--- config.mk ---
export PLATFORM = sky130hd
export DESIGN_NAME = vci_gpio_bridge
export DESIGN_NICKNAME = d
export VERILOG_FILES = /design/src/rtl/vgb_pkg.sv /design/src/rtl/vgb_ctrl.sv /design/src/rtl/vgb_datapath.sv /design/src/rtl/vci_gpio_bridge.sv
export SDC_FILE = /design/constraint.sdc
export NUM_CORES = 1
export LEC_CHECK = 0
export BUFFER_PORTS_ARGS = -buffer_cell sky130_fd_sc_hd__buf_2
export CAP_MARGIN = 20
export CORE_ASPECT_RATIO = 1.1
export CORE_UTILIZATION = 39
export CTS_BUF_LIST = sky130_fd_sc_hd__clkbuf_8
export DETAILED_ROUTE_END_ITERATION = 8
export PLACE_DENSITY = 0.7
export SYNTH_ARGS = -nofsm -noshare
export SYNTH_HDL_FRONTEND = slang
export SYNTH_SLANG_ARGS = --single-unit
--- constraint.sdc ---
create_clock -name clk -period 1.9 [get_ports clk]
set_input_delay 0.285 -clock clk [delete_from_list [all_inputs] [get_ports clk]]
set_output_delay 0.285 -clock clk [all_outputs]
set_load 0.02 [all_outputs]
--- src/rtl/vgb_pkg.sv ---
package vgb_pkg;

  typedef enum logic [1:0] {
    ST_IDLE   = 2'd0,
    ST_RD_RSP = 2'd1,
    ST_WR_RSP = 2'd2
  } vgb_state_e;

  localparam logic [1:0] CODE_READ  = 2'b01;
  localparam logic [1:0] CODE_WRITE = 2'b10;

  // Only the write code writes; everything else is served as a read.
  function automatic logic code_is_write(input logic [1:0] code);
    return code == CODE_WRITE;
  endfunction

  function automatic logic state_has_rsp(input vgb_state_e st);
    return st != ST_IDLE;
  endfunction

endpackage

--- src/rtl/vgb_ctrl.sv ---
module vgb_ctrl
  import vgb_pkg::*;
(
  input  logic       clk,
  input  logic       rst_n,
  input  logic       cmd_valid,
  input  logic [1:0] cmd_code,
  input  logic       cmd_eop,
  input  logic       rsp_ack,
  output logic       cmd_ack,
  output logic       rsp_valid,
  output logic       rsp_eop,
  output logic       rsp_is_read,
  output logic       wr_accept,
  output logic       rd_accept
);

  vgb_state_e state_q, state_d;
  logic       eop_q;
  logic       accept;

  assign cmd_ack     = (state_q == ST_IDLE);
  assign accept      = cmd_valid & cmd_ack;
  assign wr_accept   = accept & code_is_write(cmd_code);
  assign rd_accept   = accept & ~code_is_write(cmd_code);
  assign rsp_valid   = state_has_rsp(state_q);
  assign rsp_is_read = (state_q == ST_RD_RSP);
  assign rsp_eop     = eop_q;

  always_comb begin
    state_d = state_q;
    case (state_q)
      ST_IDLE: begin
        if (wr_accept)      state_d = ST_WR_RSP;
        else if (rd_accept) state_d = ST_RD_RSP;
      end
      ST_RD_RSP, ST_WR_RSP: begin
        if (rsp_ack) state_d = ST_IDLE;
      end
      default: state_d = ST_IDLE;
    endcase
  end

  always_ff @(posedge clk or negedge rst_n) begin
    if (!rst_n) begin
      state_q <= ST_IDLE;
      eop_q   <= 1'b0;
    end else begin
      state_q <= state_d;
      if (accept) eop_q <= cmd_eop;
    end
  end

  p_rsp_follows_accept_r11: assert property (@(posedge clk) disable iff (!rst_n)
    (wr_accept || rd_accept) |=> rsp_valid);

  p_rsp_held_r5: assert property (@(posedge clk) disable iff (!rst_n)
    (rsp_valid && !rsp_ack) |=> (rsp_valid && $stable(rsp_eop)));

  p_idle_after_ack_r11: assert property (@(posedge clk) disable iff (!rst_n)
    (rsp_valid && rsp_ack) |=> (cmd_ack && !rsp_valid));

  p_eop_kept_r6: assert property (@(posedge clk) disable iff (!rst_n)
    (wr_accept || rd_accept) |=> (rsp_eop == $past(cmd_eop)));

  p_no_take_busy_r2: assert property (@(posedge clk) disable iff (!rst_n)
    rsp_valid |-> !(wr_accept || rd_accept));

endmodule

--- src/rtl/vgb_datapath.sv ---
module vgb_datapath #(
  parameter int DATA_W = 32
) (
  input  logic              clk,
  input  logic              rst_n,
  input  logic              wr_accept,
  input  logic              rd_accept,
  input  logic              rsp_is_read,
  input  logic [DATA_W-1:0] cmd_wdata,
  input  logic [DATA_W-1:0] ext_in,
  output logic [DATA_W-1:0] ext_out,
  output logic [DATA_W-1:0] rsp_data
);

  localparam logic [DATA_W-1:0] ZERO = '0;

  logic [DATA_W-1:0] wr_q;
  logic [DATA_W-1:0] rd_q;

  always_ff @(posedge clk or negedge rst_n) begin
    if (!rst_n) begin
      wr_q <= ZERO;
      rd_q <= ZERO;
    end else begin
      if (wr_accept) wr_q <= cmd_wdata;
      if (rd_accept) rd_q <= ext_in;
    end
  end

  assign ext_out  = wr_q;
  assign rsp_data = rsp_is_read ? rd_q : ZERO;

  p_write_lands_r3: assert property (@(posedge clk) disable iff (!rst_n)
    wr_accept |=> (ext_out == $past(cmd_wdata)));

  p_read_keeps_out_r8: assert property (@(posedge clk) disable iff (!rst_n)
    rd_accept |=> $stable(ext_out));

  p_read_sample_r4: assert property (@(posedge clk) disable iff (!rst_n)
    rd_accept |=> (rsp_data == $past(ext_in)));

  p_write_rsp_zero_r7: assert property (@(posedge clk) disable iff (!rst_n)
    wr_accept |=> (rsp_data == ZERO));

endmodule

--- src/rtl/vci_gpio_bridge.sv ---
module vci_gpio_bridge #(
  parameter int DATA_W = 32
) (
  input  logic              clk,
  input  logic              rst_n,
  input  logic              cmd_valid,
  output logic              cmd_ack,
  input  logic [1:0]        cmd_code,
  input  logic [DATA_W-1:0] cmd_wdata,
  input  logic              cmd_eop,
  output logic              rsp_valid,
  input  logic              rsp_ack,
  output logic [DATA_W-1:0] rsp_data,
  output logic              rsp_eop,
  output logic              rsp_err,
  input  logic [DATA_W-1:0] ext_in,
  output logic [DATA_W-1:0] ext_out
);

  logic wr_accept;
  logic rd_accept;
  logic rsp_is_read;

  vgb_ctrl u_ctrl (
    .clk         (clk),
    .rst_n       (rst_n),
    .cmd_valid   (cmd_valid),
    .cmd_code    (cmd_code),
    .cmd_eop     (cmd_eop),
    .rsp_ack     (rsp_ack),
    .cmd_ack     (cmd_ack),
    .rsp_valid   (rsp_valid),
    .rsp_eop     (rsp_eop),
    .rsp_is_read (rsp_is_read),
    .wr_accept   (wr_accept),
    .rd_accept   (rd_accept)
  );

  vgb_datapath #(.DATA_W(DATA_W)) u_dp (
    .clk         (clk),
    .rst_n       (rst_n),
    .wr_accept   (wr_accept),
    .rd_accept   (rd_accept),
    .rsp_is_read (rsp_is_read),
    .cmd_wdata   (cmd_wdata),
    .ext_in      (ext_in),
    .ext_out     (ext_out),
    .rsp_data    (rsp_data)
  );

  assign rsp_err = 1'b0;

  p_data_held_r5: assert property (@(posedge clk) disable iff (!rst_n)
    (rsp_valid && !rsp_ack) |=> $stable(rsp_data));

endmodule

-- Word-level counts from Yosys, hierarchy flattened
Cells that the tools add are included.
- bitwise logic cells: 4
- multiply operators: 0
- reductions and logical operators: 4
- equality and inequality tests: 5
- $lt $le $gt $ge: 0
- add/sub/neg operators: 0
- muxes and demuxes: 5
- shift-type cells: 0
- divide/modulo/power cells: 0
- operators with widths (cell ; number):
    32-bit two-way mux ; 1
    2-bit two-way mux ; 3
    2-bit == test, second input constant ; 2
    2-bit case mux with 2 select lines ; 1
    1-bit bitwise AND ; 3
    3-bit != test, second input constant ; 1
    2-bit by 1-bit == test with 1-bit output, second input constant ; 1
    2-bit logical NOT ; 1
    2-bit != test, second input constant ; 1
    2-bit AND reduction ; 1
    2-bit nonzero test ; 1
    2-bit OR reduction ; 1
    1-bit inverter ; 1
- memories kept: 0
- bits in latches: 0
- bits in writable memories: 0
- word-level logic and storage cells: 22
- flip-flop bits (word level): 67
- input port bits: 71
- output and inout bits: 68
- ROM bits: 0

-- Longest topological paths before layout
- depth in word-level cells: 6
- mapped depth: 6
- gate-level depth less buffers: 5

-- Hierarchy
From an unflattened synthesis, not the netlist that was laid out.
- cell total of the unflattened synthesis: 193
- area total of the unflattened synthesis: 3111.7 µm²
- modules (own cells, without submodules) (module ; area each (µm²) ; sequential area each (µm²) ; cells each ; times used):
    vgb_datapath ; 2901.5 ; 1601.5 ; 171 ; 1
    vgb_ctrl ; 198.9 ; 75.1 ; 20 ; 1
    vci_gpio_bridge ; 11.3 ; 0.0 ; 2 ; 1

-- Worst setup path after synthesis
No wires, ideal clock.
- path kind: register to register
- start: register u_ctrl.state_q[0]
- end: register u_dp.rd_q[11]
- required time: 1775 ps
- library setup time: 125 ps
- arrival time: 1598 ps
- buffers on the path: 1
- stages on the path, launching flop included: 7
- clock period less this slack: 1722 ps
- path slack: 178 ps
- cell sequence: dfrtp_1 -> inv_1 -> ha_1 -> nand2_1 -> nor2_4 -> buf_6 -> mux2_2
- word-level cells in the longest chain between the ends: 3
- ends and longest elaborated chain (item ; line ; RTL):
    start, declared ; vgb_ctrl.sv:18 ; vgb_state_e state_q, state_d;
    start signal, assigned ; vgb_ctrl.sv:49 ; state_q <= state_d;
    2-bit logical NOT ; vgb_ctrl.sv:22 ; assign cmd_ack = (state_q == ST_IDLE);
    net cmd_ack ; vci_gpio_bridge.sv:7 ; output logic cmd_ack,
    1-bit bitwise AND ; vgb_ctrl.sv:23 ; assign accept = cmd_valid & cmd_ack;
    1-bit bitwise AND ; vgb_ctrl.sv:25 ; assign rd_accept = accept & ~code_is_write(cmd_code);
    end signal, assigned ; vgb_datapath.sv:26 ; if (rd_accept) rd_q <= ext_in;
    end, declared ; vgb_datapath.sv:18 ; logic [DATA_W-1:0] rd_q;
The timed path passes the listed nets, and every way through them passes these cells.
A chain may end at the register's enable or synchronous reset.

-- Final worst setup path
- start: register u_ctrl.state_q[0]
- end: output port rsp_data[13]
- word-level cells in the longest chain between the ends: 2
- ends and longest elaborated chain (item ; line ; RTL):
    2-bit by 1-bit == test with 1-bit output ; vgb_ctrl.sv:27 ; assign rsp_is_read = (state_q == ST_RD_RSP);
    32-bit two-way mux ; vgb_datapath.sv:31 ; assign rsp_data = rsp_is_read ? rd_q : ZERO;
    end, declared ; vci_gpio_bridge.sv:13 ; output logic [DATA_W-1:0] rsp_data,
Every way passes these cells.

==> summary by stage <==
Status
The run finished with clean final reports.

STA
Dividing the final minimum period by the clock period gives 0.923. The highest clock frequency the design can meet is 570 MHz. The setup clock skew after layout is 0.0105 ns.

The final number of hold-violating endpoints is 0. The worst path meets setup with 0.147 ns of slack. The minimum clock period is 1.75 ns. The final hold slack is 0.163 ns.

The final-report max-slew violation count is 0. Setup repair after global routing left no endpoint under its margin. The accumulated negative setup slack is 0 ns.

The number of setup violations in the final report is 0.

Finish
The number of antenna diodes in the final layout is 0. Registers take 1680 um2. The signed area change from the synthesized netlist to the final layout is 34.2%.

The number of nets in the layout is 407. The top cell types in the final layout, fill and taps aside, are 137 x sky130_fd_sc_hd__buf_2, 67 x sky130_fd_sc_hd__dfrtp_1, 63 x sky130_fd_sc_hd__mux2_2, 32 x sky130_fd_sc_hd__and2_1, 10 x sky130_fd_sc_hd__clkbuf_8. The post-route non-filler standard cell count is 424. The fraction of final layout cells with drive strength greater than 1 is 0.670. The final instance area is 3800 um2. The end-of-flow core utilization is 0.543. The final-layout fill cell count is 622. The library cell used most frequently in the layout, excluding fill and tap cells, is sky130_fd_sc_hd__buf_2. In the final layout, the multi-input gates occupy 1050 um2.

Clocking
Counting along the longest clock path gives a buffer depth of 2. The CTS tree is built. CTS placed an instance of sky130_fd_sc_hd__clkbuf_8 at the clock tree root. The total number of H-tree levels is 3.

Clock-pin slew was measured on the worst setup and hold paths at 0.08 ns. Clock latency on the worst-skew pair, taken at its later pin, is 0.35 ns. CTS saw 67 sinks. The number of setup buffers added after CTS is 0.

The number of CTS-inserted buffers is 9.

Placed design
The routability-driven placement congestion ratio is 0.665. The number of buffers inserted by port buffering is 137. After detailed placement, the design holds a cell count of 407. After legalization and detailed placement, the total HPWL measured 4200 um. The placed cell area is 3600 um2. The post-placement setup slack is 0.191 ns.

Worst setup path
Walking the worst path, the cells encountered are ha_1 -> buf_4 -> and2_1 -> buf_2. At the worst endpoint, the arrival time is 1.47 ns. The critical-path maximum fanout is 12. The worst setup path is captured at an output port. Among all stages on the critical path, the largest delay is contributed by sky130_fd_sc_hd__dfrtp_1. The worst setup path is launched from a register.

The minimum setup slack among reg-to-reg paths is 0.20 ns. The critical path crosses 4 cells after its start point. The required time of the critical path is 1.62 ns. Together, buffers and inverters on the worst path number 2. The length in cells of the worst reg-to-reg path is 6. Grouping stages by cell kind, the critical path spends the most delay in flip-flops. The kind of critical path is register to output port.

The stage delay of the slowest cell on the critical path is 0.41 ns.

Global route
Entering global routing, the biggest net connects 68 pins. The overflow left after global routing is 0. The initial antenna violation count is 0. The wire length of the first global-routing pass is 9350 um. The number of global-route vias before repair is 2088.

The aggregate global-route resource usage is 0.158.

Pwr
Of the total power, the share spent switching nets is 0.382. The share of total power dissipated in combinational logic is 0.442. The internal portion of the total power is 3.94 mW. The share of total power dissipated in sequential elements is 0.386. The power density over the cells is 1680 nW/um2. The power consumption is 6.38 mW.

The worst voltage drop across the vdd grid is 0.000881 V. Of the total power, the clock network draws 0.172. In this run the power spent charging and discharging nets is 2.43 mW. The leakage power figure is 1.93 nW.

Min path
The type of the most critical hold path is input pin to register. Counting instances, the worst hold path has a depth of 2.

Floorplanning
The full die area is 7610 um2. In this run the vertical extent of the chip is 91.4 um. The effective utilization at floorplan is 0.404. The floorplan has 32 rows. In this run the count of I/O pins placed on the die edge is 139. The total core area is 7010 um2. The die outline width is 83.2 um.

Synth
sky130_fd_sc_hd__dfrtp_1 takes more of the synthesized area than any other cell. The prevailing post-synth register cell is sky130_fd_sc_hd__dfrtp_1. The mean instance size in the synthesized netlist is 15.0 um2. Of the synthesized area, sequential elements account for 0.592.

The proportion of netlist area held by the largest area contributor is 0.592. Counting every instance in the synthesized netlist gives 189. The post-synth design cell area is 2830 um2. The count of warnings emitted by yosys is 0. Ranked by total cell area, the synthesized netlist is headed by sky130_fd_sc_hd__dfrtp_1 59%, sky130_fd_sc_hd__mux2_2 25%, sky130_fd_sc_hd__and2_1 7.1%. Synthesis instantiated 20 different standard cells from the library. The share of synthesized flip-flops with an asynchronous set or reset is 1.00. Counting every net in the synthesized netlist gives 262. The number of flops mapped to enable cells by yosys is 0. The flop and latch count out of synthesis is 67.

Run
The number of maximum-capacitance violations is 0.

Routing
The first TritonRoute pass finished after 4 iterations. Dividing the detail-routed wire length by the instance count gives 13.4 um. The initial detailed-routing violation count is 33. Summed over all layers, the routed wires come to 5700 um. The DRC violations left is 0. For this block, the via count after detailed routing is 1962. In this run the remaining antenna-violating nets after routing total 0. The via density per instance is 4.63.
## Yosys cell counts (all sizes together), types with 2 or more instances
cell / count
clkbuf: 6
and2: 32
nor2b: 2
ha: 2
inv: 3
mux2: 65
buf: 4
dfrtp: 67
## power groups by stage
stage	Clock [mW]	Combinational, mW	Sequential, mW
after detailed placement	0	2.86	2.50
after global routing	1.20	3.02	2.56
after floorplan	0	1.50	2.88
after global placement	0	2.80	2.46
final	1.10	2.82	2.46
after CTS	1.14	2.86	2.47
## cells by family (layout without fill, tap and decap cells)
kind of cell,after synthesis,in the layout,share of synthesized area
AO/OA/AOI/OAI,3,3,0.00795
adder cells (fa/ha/maj),2,2,0.00884
other,1,1,0.00132
flip-flops,67,67,0.592
AND/OR/NAND/NOR,38,38,0.0915
multiplexers,65,65,0.261
buffers and inverters,13,163,0.0371
## flip-flops by register name, indices dropped and copies added (netlist names)
signal          count
u_ctrl.state_q      2
u_dp.rd_q          32
u_dp.ext_out       32
u_ctrl.rsp_eop      1
## layer usage
| layer | global-route usage | up-vias | wire length, um |
|---|---|---|---|
| li1 | - | 929 | - |
| met1 | 0.178 | 935 | 2300 |
| met2 | 0.249 | 88 | 2710 |
| met5 | 0 | - | 0 |
| met3 | 0.0727 | 10 | 569 |
| met4 | 0.0848 | 0 | 121 |
## final timing paths
kind / from / endpoint
setup / recovery: u_ctrl.state_q[0] / rsp_data[13]
hold / removal: cmd_wdata[22] / u_dp.ext_out[22]
setup reg to reg: u_ctrl.state_q[0] / u_dp.rd_q[8]
hold reg to reg: u_ctrl.state_q[1] / u_ctrl.state_q[1]
max in group asynchronous: rst_n / u_dp.rd_q[19]
min in group asynchronous: rst_n / u_dp.ext_out[12]
## timing repair
item                                   CTS  global route
hold buffers                             1             0
setup endpoints to repair                0             1
endpoints found under the hold margin   67             0
resized for setup                        0             1
## area by class of cell
cell class / instances / share of cell area
clock buffers: 10 / 0.0362
clock inverters: 6 / 0.0132
inverters: 3 / 0.00296
multi-input cells: 109 / 0.276
flip-flops and latches: 67 / 0.441
well taps: 85 / 0.0280
repair buffers: 144 / 0.202
(Power assumes the default switching activity.)
